$ cat config.mk
export PLATFORM = sky130hd
export DESIGN_NAME = bridge_pwm_core
export DESIGN_NICKNAME = d
export VERILOG_FILES = /design/src/rtl/bpwm_pkg.sv /design/src/rtl/pwm_osc_timer.sv /design/src/rtl/pwm_level_cmp.sv /design/src/rtl/pwm_out_stage.sv /design/src/rtl/bridge_pwm_core.sv
export SDC_FILE = /design/constraint.sdc
export NUM_CORES = 1
export LEC_CHECK = 0
export ABC_AREA = 1
export BUFFER_PORTS_ARGS = -buffer_cell sky130_fd_sc_hd__buf_2
export CAP_MARGIN = 25
export CORE_MARGIN = 4
export CORE_UTILIZATION = 42
export CTS_BUF_LIST = sky130_fd_sc_hd__clkbuf_4 sky130_fd_sc_hd__clkbuf_8
export DETAILED_ROUTE_END_ITERATION = 10
export PLACE_DENSITY = 0.61
export SLEW_MARGIN = 0
export SYNTH_ARGS = -nofsm -noshare
export SYNTH_HDL_FRONTEND = slang
export SYNTH_SLANG_ARGS = --single-unit
$ cat constraint.sdc
create_clock -name clk -period 10.3 [get_ports clk]
set_input_delay 0 -clock clk [delete_from_list [all_inputs] [get_ports clk]]
set_output_delay 0 -clock clk [all_outputs]
set_load 0.03 [all_outputs]
$ cat src/rtl/bpwm_pkg.sv
package bpwm_pkg;
  typedef enum logic {PH_CHG = 1'b0, PH_DIS = 1'b1} phase_t;

  function automatic int valley_of(input int peak);
    return (peak * 2) / 7;
  endfunction
endpackage

$ cat src/rtl/pwm_osc_timer.sv
module pwm_osc_timer
  import bpwm_pkg::*;
#(
  parameter int DUR_W = 8
) (
  input  logic             clk,
  input  logic             rst_n,
  input  logic             en,
  input  logic [DUR_W-1:0] chg_len,
  input  logic [DUR_W-1:0] dis_len,
  output phase_t           phase,
  output logic [DUR_W-1:0] tcnt,
  output logic [DUR_W-1:0] chg_eff,
  output logic             steer,
  output logic             start,
  output logic             last_dis
);
  localparam logic [DUR_W-1:0] ONE = DUR_W'(1);

  phase_t           ph_q;
  logic [DUR_W-1:0] tcnt_q, chg_q, dis_q;
  logic [DUR_W-1:0] chg_c, dis_c, dis_eff;
  logic             steer_q, last_chg;

  // zero lengths are promoted to one cycle
  assign chg_c    = (chg_len == '0) ? ONE : chg_len;
  assign dis_c    = (dis_len == '0) ? ONE : dis_len;
  assign start    = en && (ph_q == PH_CHG) && (tcnt_q == '0);
  assign chg_eff  = start ? chg_c : chg_q;
  assign dis_eff  = start ? dis_c : dis_q;
  assign last_chg = (ph_q == PH_CHG) && (tcnt_q == chg_eff - ONE);
  assign last_dis = en && (ph_q == PH_DIS) && (tcnt_q == dis_eff - ONE);

  always_ff @(posedge clk or negedge rst_n) begin
    if (!rst_n) begin
      ph_q    <= PH_CHG;
      tcnt_q  <= '0;
      chg_q   <= ONE;
      dis_q   <= ONE;
      steer_q <= 1'b0;
    end else if (!en) begin
      ph_q    <= PH_CHG;
      tcnt_q  <= '0;
      chg_q   <= ONE;
      dis_q   <= ONE;
      steer_q <= 1'b0;
    end else begin
      chg_q <= chg_eff;
      dis_q <= dis_eff;
      if (ph_q == PH_CHG) begin
        if (last_chg) begin
          ph_q   <= PH_DIS;
          tcnt_q <= '0;
        end else begin
          tcnt_q <= tcnt_q + ONE;
        end
      end else begin
        if (last_dis) begin
          ph_q    <= PH_CHG;
          tcnt_q  <= '0;
          steer_q <= ~steer_q;
        end else begin
          tcnt_q <= tcnt_q + ONE;
        end
      end
    end
  end

  assign phase = ph_q;
  assign tcnt  = tcnt_q;
  assign steer = steer_q;

  AST_END_SINGLE: assert property (@(posedge clk) disable iff (!rst_n)
    last_dis |=> !last_dis) else $error("strobe repeated");
  AST_STEER_FLIP: assert property (@(posedge clk) disable iff (!rst_n)
    (last_dis && en) |=> (steer != $past(steer))) else $error("no alternation");
  AST_EN_RESTART: assert property (@(posedge clk) disable iff (!rst_n)
    !en |=> (phase == PH_CHG && tcnt == '0 && !steer)) else $error("no restart");
endmodule

$ cat src/rtl/pwm_level_cmp.sv
module pwm_level_cmp #(
  parameter int CODE_W = 12,
  parameter int DUR_W  = 8,
  parameter int PEAK   = 1400
) (
  input  logic [CODE_W-1:0] duty_cmd,
  input  logic [CODE_W-1:0] soft_lvl,
  input  logic [DUR_W-1:0]  tcnt,
  input  logic [DUR_W-1:0]  chg_eff,
  output logic              below
);
  localparam int VALLEY = bpwm_pkg::valley_of(PEAK);
  localparam int SPAN   = PEAK - VALLEY;
  localparam int PROD_W = CODE_W + DUR_W + 1;
  localparam int X_W    = CODE_W + 3;

  logic [CODE_W-1:0] duty_s, soft_s, lvl, head;
  logic [PROD_W-1:0] ramp_term, lvl_term;
  logic              above_valley;

  function automatic logic [CODE_W-1:0] scale45(input logic [CODE_W-1:0] v);
    logic [X_W-1:0] x4;
    x4 = {1'b0, v, 2'b00};
    return CODE_W'(x4 / X_W'(5));
  endfunction

  assign duty_s       = scale45(duty_cmd);
  assign soft_s       = scale45(soft_lvl);
  assign lvl          = (duty_s < soft_s) ? duty_s : soft_s;
  assign above_valley = lvl > CODE_W'(VALLEY);
  assign head         = above_valley ? (lvl - CODE_W'(VALLEY)) : '0;
  assign ramp_term    = PROD_W'(SPAN) * PROD_W'(tcnt);
  assign lvl_term     = PROD_W'(head) * PROD_W'(chg_eff);
  assign below        = above_valley && (ramp_term < lvl_term);
endmodule

$ cat src/rtl/pwm_out_stage.sv
module pwm_out_stage
  import bpwm_pkg::*;
(
  input  logic   clk,
  input  logic   rst_n,
  input  logic   en,
  input  phase_t phase,
  input  logic   start,
  input  logic   below,
  input  logic   oc,
  input  logic   steer,
  output logic   out_a,
  output logic   out_b
);
  logic       held_q, live, pulse;
  logic [1:0] drv;

  assign live  = en && (phase == PH_CHG) && (start || held_q);
  assign pulse = live && below && !oc;

  always_ff @(posedge clk or negedge rst_n) begin
    if (!rst_n)                         held_q <= 1'b0;
    else if (!en || phase != PH_CHG)    held_q <= 1'b0;
    else                                held_q <= pulse;
  end

  for (genvar i = 0; i < 2; i++) begin : g_chan
    assign drv[i] = pulse && (steer == 1'(i));
  end

  assign out_a = drv[0];
  assign out_b = drv[1];

  AST_NO_OVERLAP: assert property (@(posedge clk) disable iff (!rst_n)
    !(out_a && out_b)) else $error("overlap");
  AST_DEAD_LOW: assert property (@(posedge clk) disable iff (!rst_n)
    (phase == PH_DIS) |-> !(out_a || out_b)) else $error("drive in dead time");
  AST_OC_KILL: assert property (@(posedge clk) disable iff (!rst_n)
    oc |-> !(out_a || out_b)) else $error("drive during overcurrent");
  AST_OC_HOLD: assert property (@(posedge clk) disable iff (!rst_n)
    (oc && phase == PH_CHG && !start) |=> (start || !(out_a || out_b))) else $error("pulse revived");
  AST_EN_LOW: assert property (@(posedge clk) disable iff (!rst_n)
    !en |-> !(out_a || out_b)) else $error("drive while disabled");
endmodule

$ cat src/rtl/bridge_pwm_core.sv
module bridge_pwm_core
  import bpwm_pkg::*;
#(
  parameter int DUR_W  = 8,
  parameter int CODE_W = 12,
  parameter int PEAK   = 1400
) (
  input  logic              clk,
  input  logic              rst_n,
  input  logic              en,
  input  logic [DUR_W-1:0]  chg_len,
  input  logic [DUR_W-1:0]  dis_len,
  input  logic [CODE_W-1:0] duty_cmd,
  input  logic [CODE_W-1:0] soft_lvl,
  input  logic              oc,
  output logic              out_a,
  output logic              out_b,
  output logic              cyc_end
);
  phase_t           phase;
  logic [DUR_W-1:0] tcnt, chg_eff;
  logic             steer, start, below, last_dis;

  pwm_osc_timer #(.DUR_W(DUR_W)) u_timer (
    .clk(clk), .rst_n(rst_n), .en(en), .chg_len(chg_len), .dis_len(dis_len),
    .phase(phase), .tcnt(tcnt), .chg_eff(chg_eff), .steer(steer),
    .start(start), .last_dis(last_dis)
  );

  pwm_level_cmp #(.CODE_W(CODE_W), .DUR_W(DUR_W), .PEAK(PEAK)) u_cmp (
    .duty_cmd(duty_cmd), .soft_lvl(soft_lvl), .tcnt(tcnt),
    .chg_eff(chg_eff), .below(below)
  );

  pwm_out_stage u_out (
    .clk(clk), .rst_n(rst_n), .en(en), .phase(phase), .start(start),
    .below(below), .oc(oc), .steer(steer), .out_a(out_a), .out_b(out_b)
  );

  assign cyc_end = last_dis;

  AST_END_QUIET: assert property (@(posedge clk) disable iff (!rst_n)
    cyc_end |-> !(out_a || out_b)) else $error("strobe during pulse");
endmodule

[After elaboration in Yosys (flattened, before gate mapping)]
Cells that the tools add are included.
Operators by class
  equality and inequality tests: 4
  div/mod/pow operators: 2
  bitwise operators: 2
  shifts and indexed selects: 0
  mux-type cells: 20
  magnitude comparators: 3
  $mul: 2
  add/sub/neg operators: 4
  reduce and logical (&&, ||, !) cells: 19
Operator list (number)
  two-way mux 8 bit: 10
  divider 14 x 3 -> 15 bit, second input constant: 2
  logical NOT 8 bit: 3
  two-way mux 12 bit: 2
  less-than comparator 18 x 20 -> 1 bit: 1
  multiplier 12 x 8 -> 20 bit: 1
  == test 8 bit: 2
  subtractor 8 x 1 -> 8 bit, second input constant: 2
  multiplier 7 x 8 -> 15 bit, first input constant: 1
  > comparator 12 x 9 -> 1 bit, second input constant: 1
  less-than comparator 12 bit: 1
  subtractor 12 x 9 -> 12 bit, second input constant: 1
  logical AND 1 bit: 11
  adder 8 x 1 -> 8 bit, second input constant: 1
  two-way mux 1 bit: 8
  inequality test 2 x 1 -> 1 bit, second input constant: 2
  logical NOT 1 bit: 2
  logical OR 1 bit: 2
  inverter 1 bit: 2
  AND reduction 2 bit: 1
Word-level totals
  RAM bits: 0
  register bits after elaboration: 27
  ROM bits: 0
  bits in latches: 0
  memories: 0

[Longest topological paths before layout]
  depth in word-level cells: 11
  gate-level depth with buffers: 101
  gate-level depth less buffers: 101

[Modules after synthesis]
Synthesis repeated with hierarchy kept, for this count alone.
Second synthesis, totals
  cells, all modules: 1421
  area, all modules: 9402.8 µm²
Modules (own cells, without submodules)
  pwm_level_cmp: sequential area each 0.0 µm², instances 1, cells an instance 1053, area each 7055.5 µm²
  pwm_osc_timer: sequential area each 653.1 µm², instances 1, cells an instance 356, area each 2272.2 µm²
  pwm_out_stage: sequential area each 25.0 µm², instances 1, cells an instance 12, area each 75.1 µm²

[Worst setup path after synthesis]
OpenSTA, ideal clock, no wires.
  path type: input-to-output
  start point: input duty_cmd[10]
  end point: output out_a
  buffers on the path: 1
  path slack: -281 ps
  stages on the path: 91
  data arrival time: 10581 ps
  data required time: 10300 ps
  path through: o21ai_2 nand2_1 nand3_1 nand2_2 nand2_2 nand2_2 nand3_2 nand3_4 a21oi_2 nand2_2 nand2_2 nand2_1 nand2_1 inv_2 o21ai_1 nand2_1 nand2_2 nand2_4 (+55 left out) o21bai_1 a21oi_1 o21bai_1 a21oi_1 o21bai_1 a21oi_1 nor2_1 nor2_1 xor2_1 nand2_1 inv_1 nand3_1 inv_1 nand4_1 a31oi_1 nor4_2 nand2_1 nor2_1
On the way
  longest elaborated chain between the ends: 11
RTL lines
  start: declaration: RTL line bridge_pwm_core.sv:13  | input logic [CODE_W-1:0] duty_cmd,
  divider 14 x 3 -> 15 bit (*): RTL line pwm_level_cmp.sv:24  | return CODE_W'(x4 / X_W'(5));
  less-than comparator 12 bit: RTL line pwm_level_cmp.sv:29  | assign lvl = (duty_s < soft_s) ? duty_s : soft_s;
  two-way mux 12 bit (*): RTL line pwm_level_cmp.sv:29
  subtractor 12 x 9 -> 12 bit / > comparator 12 x 9 -> 1 bit (equally long branches): RTL line pwm_level_cmp.sv:31, pwm_level_cmp.sv:30
  two-way mux 12 bit: RTL line pwm_level_cmp.sv:31  | assign head = above_valley ? (lvl - CODE_W'(VALLEY)) : '0;
  multiplier 12 x 8 -> 20 bit: RTL line pwm_level_cmp.sv:33  | assign lvl_term = PROD_W'(head) * PROD_W'(chg_eff);
  less-than comparator 18 x 20 -> 1 bit: RTL line pwm_level_cmp.sv:34  | assign below = above_valley && (ramp_term < lvl_term);
  logical AND 1 bit (*): RTL line pwm_level_cmp.sv:34
  logical AND 1 bit (*) (2 in a row): RTL line pwm_out_stage.sv:19  | assign pulse = live && below && !oc;
  logical AND 1 bit (*): RTL line pwm_out_stage.sv:28  | assign drv[i] = pulse && (steer == 1'(i));
  end: declaration: RTL line bridge_pwm_core.sv:16  | output logic out_a,
Every way passes the cells marked *; elsewhere a longest branch is shown, timed or not.

[Final worst setup path]
Same ends and word-level chain as after synthesis.

==> impl_results.rst <==
.. list-table::
   :header-rows: 1

   * - Metric
     - Value
   * - Worst Max-Slew Pin Slew
     - between 0.7 and 0.8 ns
   * - Net count of the finished layout
     - 1,775
   * - Fmax
     - 89.8 MHz
   * - CTS Root Cell
     - sky130_fd_sc_hd__clkbuf_8
   * - Critical Path AT
     - around 11 ns
   * - Total routed wirelength
     - 22,900 µm
   * - Hpwl dp
     - about 19,000 µm
   * - Detailed-routing iteration count for the pre-antenna-repair pass
     - 5
   * - RSZ-0062 raised after global routing
     - yes
   * - Via count
     - 8,826
   * - Die extent in x
     - 155 µm
   * - Average wire per cell in the routed design
     - 12.6 µm
   * - Required time worst endpoint
     - 10.30 ns
   * - Reported max-cap violation count
     - 0
   * - CTS Buffer Depth
     - 2
   * - Critical Path Sink Type
     - output pin
   * - CP peak stage delay
     - 0.50 ns
   * - WS Path Type
     - in2out
   * - First-pass GRT wire length
     - 39,400 µm
   * - DRT antenna net count
     - 0
   * - I/O pin count
     - between 40 and 50
   * - CTS Sinks
     - 27
   * - CTS buffer count
     - 3
   * - Cells after synthesis
     - 1,277
   * - Largest net degree at the start of global routing
     - 28
   * - Average via count per standard cell
     - 4.87
   * - PortBufs
     - 46
   * - Setup violation total in the final timing report
     - 3
   * - CTS H-tree depth
     - 1
   * - Standard cell core area
     - 0.0211 mm²
   * - Clk_lat worst skew
     - 0.28 ns
   * - Top_reg_cell synth
     - sky130_fd_sc_hd__dfrtp_1
   * - Syn Nets
     - 1,515
   * - Count of unique library cells instantiated by Yosys
     - 56
   * - Total negative slack
     - -2.29 ns
   * - Aggregate global routing overflow
     - 0
   * - Cell occurring most often along the worst timing path
     - sky130_fd_sc_hd__nand2_4
   * - Count of unresolved DRC violations after routing
     - 0
   * - Synth Area per Inst
     - 7.06 µm²
   * - Shortest clock period the worst path allows after layout
     - 11.14 ns
   * - Final hold violation count
     - 0
   * - Antenna Cells
     - 0
   * - Initial detailed-routing violation count
     - between 300 and 400
   * - Number of global-route vias before repair
     - 8,867
   * - Area growth from synthesis to layout
     - 34.1%
   * - Violations in the final reports
     - setup timing
   * - Period utilisation layout
     - 108%
   * - Placed cell area
     - 0.0108 mm²
   * - Fill cell instance count of the final layout
     - approximately 2,000
   * - Total buffers and inverters traversed by the critical path
     - 19
   * - Status
     - finished, violations left
   * - Area of the mapped netlist
     - 0.00902 mm²
   * - Ratio of cells with drive above 1 in the final layout
     - 34.3%
   * - Pins over their slew limit
     - 0
   * - Worst max-slew margin expressed relative to the limit
     - 51.7%
   * - Sequential cell area fraction in the yosys report
     - 7.52%
   * - Gpl congestion
     - 0.852
   * - Clock-pin slew reported for the worst setup and hold paths after clock tree synthesis
     - around 0.090 ns
   * - Starting utilization of the core area
     - 42.8%
   * - Number of register bits inferred by synthesis
     - 27
   * - Maximum fanout along the worst path
     - 6
   * - Setup slack after layout
     - -0.839 ns
   * - Post-route clock skew
     - about 0.0039 ns
   * - Async SR Flop Fraction
     - 100%
   * - Global-route total usage across every layer
     - 19.1%
   * - Category of cells accounting for the largest share of critical-path delay
     - simple AND/OR/NAND/NOR gates
   * - Initial antenna violation count
     - 0
   * - Worst min path class
     - in2reg
   * - Final cell area excluding filler cells
     - around 0.012 mm²
   * - Number of synthesized flops with an enable pin
     - 0
   * - Count of synthesis-stage warnings from yosys
     - 0
   * - Nature of the critical path startpoint
     - input port
   * - Placement Rows
     - 53
   * - Post-layout util
     - 57.4%
   * - TritonCTS clock tree
     - done
   * - Slowest-stage cell, CP
     - sky130_fd_sc_hd__fa_1
   * - Vertical die dimension
     - 155 µm
   * - Area of the die
     - 0.0239 mm²
==> worst min-delay path, cell delays in order <==
cell                      delay [ns]
sky130_fd_sc_hd__buf_2          0.09
sky130_fd_sc_hd__mux2i_1        0.11
sky130_fd_sc_hd__nor2_1         0.11
==> sequential cells by signal, summed over array words and instances (netlist names) <==
register       cells
u_out.held_q       1
u_timer.steer      1
u_timer.tcnt       8
u_timer.dis_q      8
u_timer.phase      1
u_timer.chg_q      8
==> synthesized netlist by cell type, types with 2 or more instances <==
cell | number | area, µm²
sky130_fd_sc_hd__o21ai_0 | 12 | 60.1
sky130_fd_sc_hd__mux2i_1 | 5 | 50.1
sky130_fd_sc_hd__nor2_4 | 2 | 22.5
sky130_fd_sc_hd__xor2_1 | 46 | 403
sky130_fd_sc_hd__nor2_2 | 3 | 18.8
sky130_fd_sc_hd__nand4_1 | 21 | 131
sky130_fd_sc_hd__a31oi_1 | 5 | 31.3
sky130_fd_sc_hd__o21bai_1 | 12 | 90.1
sky130_fd_sc_hd__ha_1 | 112 | 1400
sky130_fd_sc_hd__fa_1 | 82 | 1640
sky130_fd_sc_hd__dfrtp_1 | 25 | 626
sky130_fd_sc_hd__inv_2 | 30 | 113
sky130_fd_sc_hd__inv_1 | 221 | 830
sky130_fd_sc_hd__nor2_1 | 146 | 548
sky130_fd_sc_hd__o211ai_1 | 7 | 52.6
sky130_fd_sc_hd__clkbuf_1 | 4 | 15.0
sky130_fd_sc_hd__buf_6 | 5 | 56.3
sky130_fd_sc_hd__buf_4 | 3 | 22.5
sky130_fd_sc_hd__nand2_2 | 47 | 294
sky130_fd_sc_hd__a21oi_1 | 39 | 195
sky130_fd_sc_hd__clkinv_1 | 5 | 18.8
sky130_fd_sc_hd__o21ai_2 | 3 | 26.3
sky130_fd_sc_hd__nor4_1 | 5 | 31.3
sky130_fd_sc_hd__a211oi_1 | 2 | 15.0
sky130_fd_sc_hd__xnor2_1 | 10 | 87.6
sky130_fd_sc_hd__a21oi_2 | 4 | 35.0
sky130_fd_sc_hd__nand3_1 | 103 | 515
sky130_fd_sc_hd__o21ai_1 | 9 | 45.0
sky130_fd_sc_hd__nand3_4 | 5 | 87.6
sky130_fd_sc_hd__nor3_1 | 4 | 20.0
sky130_fd_sc_hd__nand2_4 | 13 | 146
sky130_fd_sc_hd__nand2_1 | 232 | 871
sky130_fd_sc_hd__dfstp_2 | 2 | 52.6
sky130_fd_sc_hd__or2_2 | 8 | 50.1
sky130_fd_sc_hd__nand3_2 | 14 | 140
sky130_fd_sc_hd__nand3b_1 | 11 | 82.6
==> path summary, 6_finish.rpt <==
check,from,endpoint,slack [ns],depth (start not counted)
setup / recovery,duty_cmd[10],out_a,-0.84,95
hold / removal,dis_len[1],u_timer.dis_q[1],0.07,3
setup reg to reg,u_timer.tcnt[6],u_out.held_q,1.97,46
hold reg to reg,u_timer.phase,u_timer.phase,0.58,2
max in group asynchronous,rst_n,u_timer.dis_q[1],9.63,2
min in group asynchronous,rst_n,u_timer.tcnt[5],0.26,2
==> logic make-up after synthesis <==
group	after synthesis	share of synthesized area, %
compound gates	101	7.04
xor+xnor	56	5.44
fa+ha+maj	194	33.7
buf+inv	272	12.1
flops	27	7.52
mux	5	0.555
simple gates	622	33.6
==> final cells by class <==
| type | count | area (µm²) | share of cell area, % |
|---|---|---|---|
| clock inverter | 1 | 7.51 | 0.0621 |
| clock buffer | 3 | 41.3 | 0.341 |
| inverter | 259 | 1010 | 8.35 |
| sequential | 27 | 678 | 5.61 |
| multi-input combinational | 979 | 8040 | 66.5 |
| timing repair buffer | 267 | 1970 | 16.3 |
| tap | 275 | 344 | 2.84 |
==> per-layer routing <==
layer / global-route usage (%) / routed length, µm / share of wire [%]
met5: 0 / 0 / 0
met3: 1.71 / 653 / 2.9
met2: 36.1 / 12000 / 52
met4: 2.35 / 266 / 1.2
met1: 24.2 / 10000 / 44
==> cell usage in the layout, fill, tap and decap left out, types with 5 or more instances in the layout <==
cell type                  count
sky130_fd_sc_hd__buf_4       211
sky130_fd_sc_hd__inv_1       209
sky130_fd_sc_hd__nand2_1     192
sky130_fd_sc_hd__nor2_1      125
sky130_fd_sc_hd__ha_1        104
sky130_fd_sc_hd__nand3_1      84
sky130_fd_sc_hd__fa_1         80
sky130_fd_sc_hd__nand2_2      63
sky130_fd_sc_hd__xor2_1       46
sky130_fd_sc_hd__buf_2        41
sky130_fd_sc_hd__inv_2        36
sky130_fd_sc_hd__a21oi_1      35
sky130_fd_sc_hd__nand2_4      35
sky130_fd_sc_hd__dfrtp_1      25
sky130_fd_sc_hd__nand3_2      23
sky130_fd_sc_hd__nand4_1      21
sky130_fd_sc_hd__nor2_4       18
sky130_fd_sc_hd__nand3_4      15
sky130_fd_sc_hd__nand3b_1     11
sky130_fd_sc_hd__o21ai_1      10
sky130_fd_sc_hd__o21ai_0      10
sky130_fd_sc_hd__xnor2_1      10
sky130_fd_sc_hd__buf_6        10
sky130_fd_sc_hd__o21bai_1      9
sky130_fd_sc_hd__or2_2         8
sky130_fd_sc_hd__nor2_2        8
sky130_fd_sc_hd__inv_4         8
sky130_fd_sc_hd__ha_4          8
sky130_fd_sc_hd__o211ai_1      7
sky130_fd_sc_hd__a21oi_2       5
sky130_fd_sc_hd__mux2i_1       5
==> repair_timing <==
action                     in CTS  in global routing
gates cloned                    2                  0
hold buffers                    2                  0
hold endpoints to repair       27                  0
pin swaps                      90                 84
setup buffers                  44                  8
setup endpoints to repair       3                  3
resized for setup             119                 71
==> per-stage QoR <==
| stage | setup WS, ns | instances | hold slack [ns] |
|---|---|---|---|
| floorplan | 0.00595 | 1277 | -0.296 |
| global placement | -0.819 | 1751 | 0.0399 |
| detailed placement | -1.04 | 1751 | 0.0437 |
| CTS | -0.698 | 1803 | 0.0668 |
| global route | -1.87 | 1811 | 0.0824 |
| finish | -0.839 | 1811 | 0.0683 |
Power is left out: the tool's default activity adds up to more than one toggle a clock period on the data nets, which glitch-free logic cannot reach.
